==> src/rtl/cba_adder.sv <==
module cba_adder #(
  parameter int WIDTH = 16,
  parameter int SEC_W = 4
) (
  input  logic             clk,
  input  logic             rst_n,
  input  logic [WIDTH-1:0] a,
  input  logic [WIDTH-1:0] b,
  input  logic             c_in,
  output logic [WIDTH-1:0] sum,
  output logic             c_out
);
  localparam int NSEC = WIDTH / SEC_W;

  logic [WIDTH-1:0] gen, prp, del, cbit, sum_c;
  logic [NSEC:0]    sc;

  assign gen   = a & b;
  assign prp   = a ^ b;
  assign del   = ~a & ~b;
  assign sc[0] = c_in;

  for (genvar s = 0; s < NSEC; s++) begin : g_sec
    logic [SEC_W:0] ch;
    logic           skip;
    assign ch[0] = sc[s];
    for (genvar j = 0; j < SEC_W; j++) begin : g_bit
      assign ch[j+1]           = gen[s*SEC_W+j] | (~del[s*SEC_W+j] & ch[j]);
      assign cbit[s*SEC_W+j]   = ch[j];
    end
    assign skip    = &prp[s*SEC_W +: SEC_W];
    assign sc[s+1] = skip ? sc[s] : ch[SEC_W];
  end

  assign sum_c = prp ^ cbit;

  always_ff @(posedge clk or negedge rst_n) begin
    if (!rst_n) begin
      sum   <= '0;
      c_out <= 1'b0;
    end else begin
      sum   <= sum_c;
      c_out <= sc[NSEC];
    end
  end
endmodule

==> config.mk <==
export PLATFORM = sky130hd
export DESIGN_NAME = cba_adder
export DESIGN_NICKNAME = d
export VERILOG_FILES = /design/src/rtl/cba_adder.sv
export SDC_FILE = /design/constraint.sdc
export NUM_CORES = 1
export LEC_CHECK = 0
export ABC_AREA = 0
export BUFFER_PORTS_ARGS = -buffer_cell sky130_fd_sc_hd__clkbuf_2
export CAP_MARGIN = 20
export CORE_MARGIN = 2
export CORE_UTILIZATION = 36
export DETAILED_ROUTE_END_ITERATION = 12
export GPL_ROUTABILITY_DRIVEN = 1
export PLACE_DENSITY = 0.68
export SYNTH_ARGS = -nofsm -noshare
export SYNTH_HDL_FRONTEND = slang
export SYNTH_SLANG_ARGS = --single-unit
==> constraint.sdc <==
create_clock -name clk -period 0.8 [get_ports clk]
set_input_delay 0.12 -clock clk [delete_from_list [all_inputs] [get_ports clk]]
set_output_delay 0.12 -clock clk [all_outputs]
set_load 0.005 [all_outputs]
==> impl_metrics.toml <==
[status]
status = "finished with violations"
violations = "negative setup slack"

[routing]
drtIter0Drc = 9
drt_wl_total_um = 2280
final_antenna_net_count = 0
routed_via_density = 3.91
drc = 0
drtPass1Iterations = 4
wl_per_cell_um = 10.4
vias = 857

[global_routing]
gr-total-overflow = 0
antenna_found_initial = 0
grt_max_degree = 18
grtUsageTotal = 0.138
grt_pass1_wl_um = 3680
grt_pass1_vias = 901

[synth]
synth_seq_cells = 17
synth_edf_count = 0
synth_ff_type = "dfrtp_1"
synth_compound_area_frac = 0.0254
synth_cells = 102
synth-async-reset-ratio = 1.00
netlist_top_cells_area = "dfrtp_1 36%, fa_1 27%, ha_1 17%, inv_1 12%, nand4_1 2.1%"
synth_top_family_by_area = "adder cells"
yosysMostFrequentCell = "inv_1"
ys_types = 12
synthMuxAreaShare = 0.0127
syn_area_sq_mm = 0.00118
avgSynthCellArea_sq_um = 11.6
synth_fa_ha_area_frac = 0.441
yosys.area_share.simple = 0.0371
synth-warning-count = 0
yosysTopAreaCell = "dfrtp_1"
yosysTopAreaCellShare = 0.360
syn-num-nets = 169
synth_xor_area_frac = 0
ys_seq_area_frac = 0.360
synth_common_cells = "39 x inv_1, 17 x dfrtp_1, 16 x fa_1, 16 x ha_1, 4 x nand4_1"

[timing]
whs_ns = 0.163
setup_tns_ns = -48.38
rsz0062_at_grt = "yes"
finalHoldViolations = 0
slew_headroom = 0.734
fin_crit_sh = 7.53
worstMarginPinSlew_ns = 0.399
setup_violations = 33
slew_violations = 0
setup_ws_ns = -5.23
max_freq_mhz = 166
fin_crit_ns = 6.03

[floorplan]
die_h_um = 61.3
fp.dieW_um = 61.3
ios = 52
core-area_sq_mm = 0.00308
rows = 20
die_area_sq_mm = 0.00376
start_util = 0.384

[setup_path]
crit_fanout = 2
critical_path.endpoint = "sum[15]"
worstSetupPathType = "input port to register"
crit_slowest_cell = "fa_2"
slowest_delay_ns = 0.42
worst_ep_required_time_ns = 1.03
crit_top_cell = "fa_2"
startpoint_type = "input port"
cp.arrival_ns = 6.26
worst_setup_path_end_kind = "register"
crit_start = "a[0]"

[place]
io_buffers = 51
post-place-ws_ns = -5.59
gp_congestion = 0.787
dpl.hpwl_um = 2070

[power]
switching_share = 0.294
clockPowerShare = 0.184
max-vdd-ir-drop_uv = 420
power_leakage_nw = 0.987
p_int_mw = 1.66
pwr-share-comb = 0.362
switching_power_mw = 0.694
pwr-share-seq = 0.454
power_density_mw_per_mm2 = 1350

[clock_tree]
clock_sinks = 17
cts_tree = "done"
htreeDepth = 1
clk_pin_slew_worst_paths_ns = 0.09
clockBufferDepth = 2
cts_made_buffers = 3
cts-root-buf = "clkbuf_4"

[layout]
syn_to_final_growth_pct = 48.3
fillerInstances = 275
drive_gt1_frac = 0.571
nets = 243
insertedDiodeCount = 0

[hold_path]
hold_path.class = "input port to register"

[run]
drv_cap = 0
[critical path: cells and delay by family]
family | cells | cell delay (ns)
compound gates | 1 | 0.19
fa+ha+maj | 16 | 5.12
buf+inv | 5 | 0.32
mux | 1 | 0.28
simple gates | 3 | 0.23
[worst min path at each step]
| stage | startpoint | end | slack [ns] | cells after the start |
|---|---|---|---|---|
| floorplan | rst_n | c_out | -0.18 | 0 |
| global placement | rst_n | sum[0] | 0.06 | 1 |
| detailed placement | rst_n | sum[1] | 0.07 | 1 |
| CTS | b[3] | sum[3] | 0.15 | 2 |
| global route | b[8] | sum[8] | 0.15 | 2 |
| finish | b[3] | sum[3] | 0.16 | 2 |
[layout by cell type, fill, tap and decap left out, types with 2 or more instances in the layout]
master / n
dfrtp_1: 17
fa_2: 16
nor2_1: 3
inv_1: 33
ha_1: 16
clkbuf_2: 50
buf_4: 17
nand4_1: 4
nand2_2: 2
inv_2: 4
clkbuf_4: 3
[sequential cells by signal, indices dropped and copies added, names as in the netlist]
name,cells
sum,16
c_out,1
[area by class of cell]
type	instances	area, sq um	area share
clock buffers	3	22.5	0.0129
clock inverters	1	5.00	0.00286
inverters	39	164	0.0936
multi-input cells	46	667	0.381
flip-flops and latches	17	425	0.243
well taps	44	55.1	0.0314
repair buffers	69	413	0.236
[cells by family (layout without fill, tap and decap cells)]
family	after synthesis	after routing
adder cells (fa/ha/maj)	32	32
AO/OA/AOI/OAI	4	4
multiplexers	1	1
flip-flops	17	17
AND/OR/NAND/NOR	9	9
buffers and inverters	39	112
[per-layer routing]
layer	part of all wire	GRT usage
met1	0.40	0.156
met2	0.53	0.246
met3	0.056	0.0189
met4	0.014	0.0839
met5	0	0
[power groups by stage]
stage	logic, mW	registers, mW	clock network (mW)
floorplan	0.307	1.12	0
global placement	0.781	1.09	0
detailed placement	0.819	1.09	0
CTS	0.852	1.07	0.460
global route	0.988	1.09	0.494
finish	0.854	1.07	0.433
[what timing repair did]
item	CTS	global route
endpoints found under the setup margin	33	33
hold buffers	1	0
buffers inserted	2	2
pin swaps	1	1
gates resized for setup	4	3
endpoints found under the hold margin	17	0
[stage by stage]
step / total power [mW] / std cells / utilization / cell area (sq um)
final: 2.36 / 219 / 0.569 / 1750
after global routing: 2.57 / 219 / 0.569 / 1750
after CTS: 2.39 / 217 / 0.563 / 1730
after detailed placement: 1.91 / 210 / 0.537 / 1650
after global placement: 1.88 / 210 / 0.537 / 1650
after floorplan: 1.43 / 102 / - / 1250
Note: power is estimated with default switching activity, not from simulation.
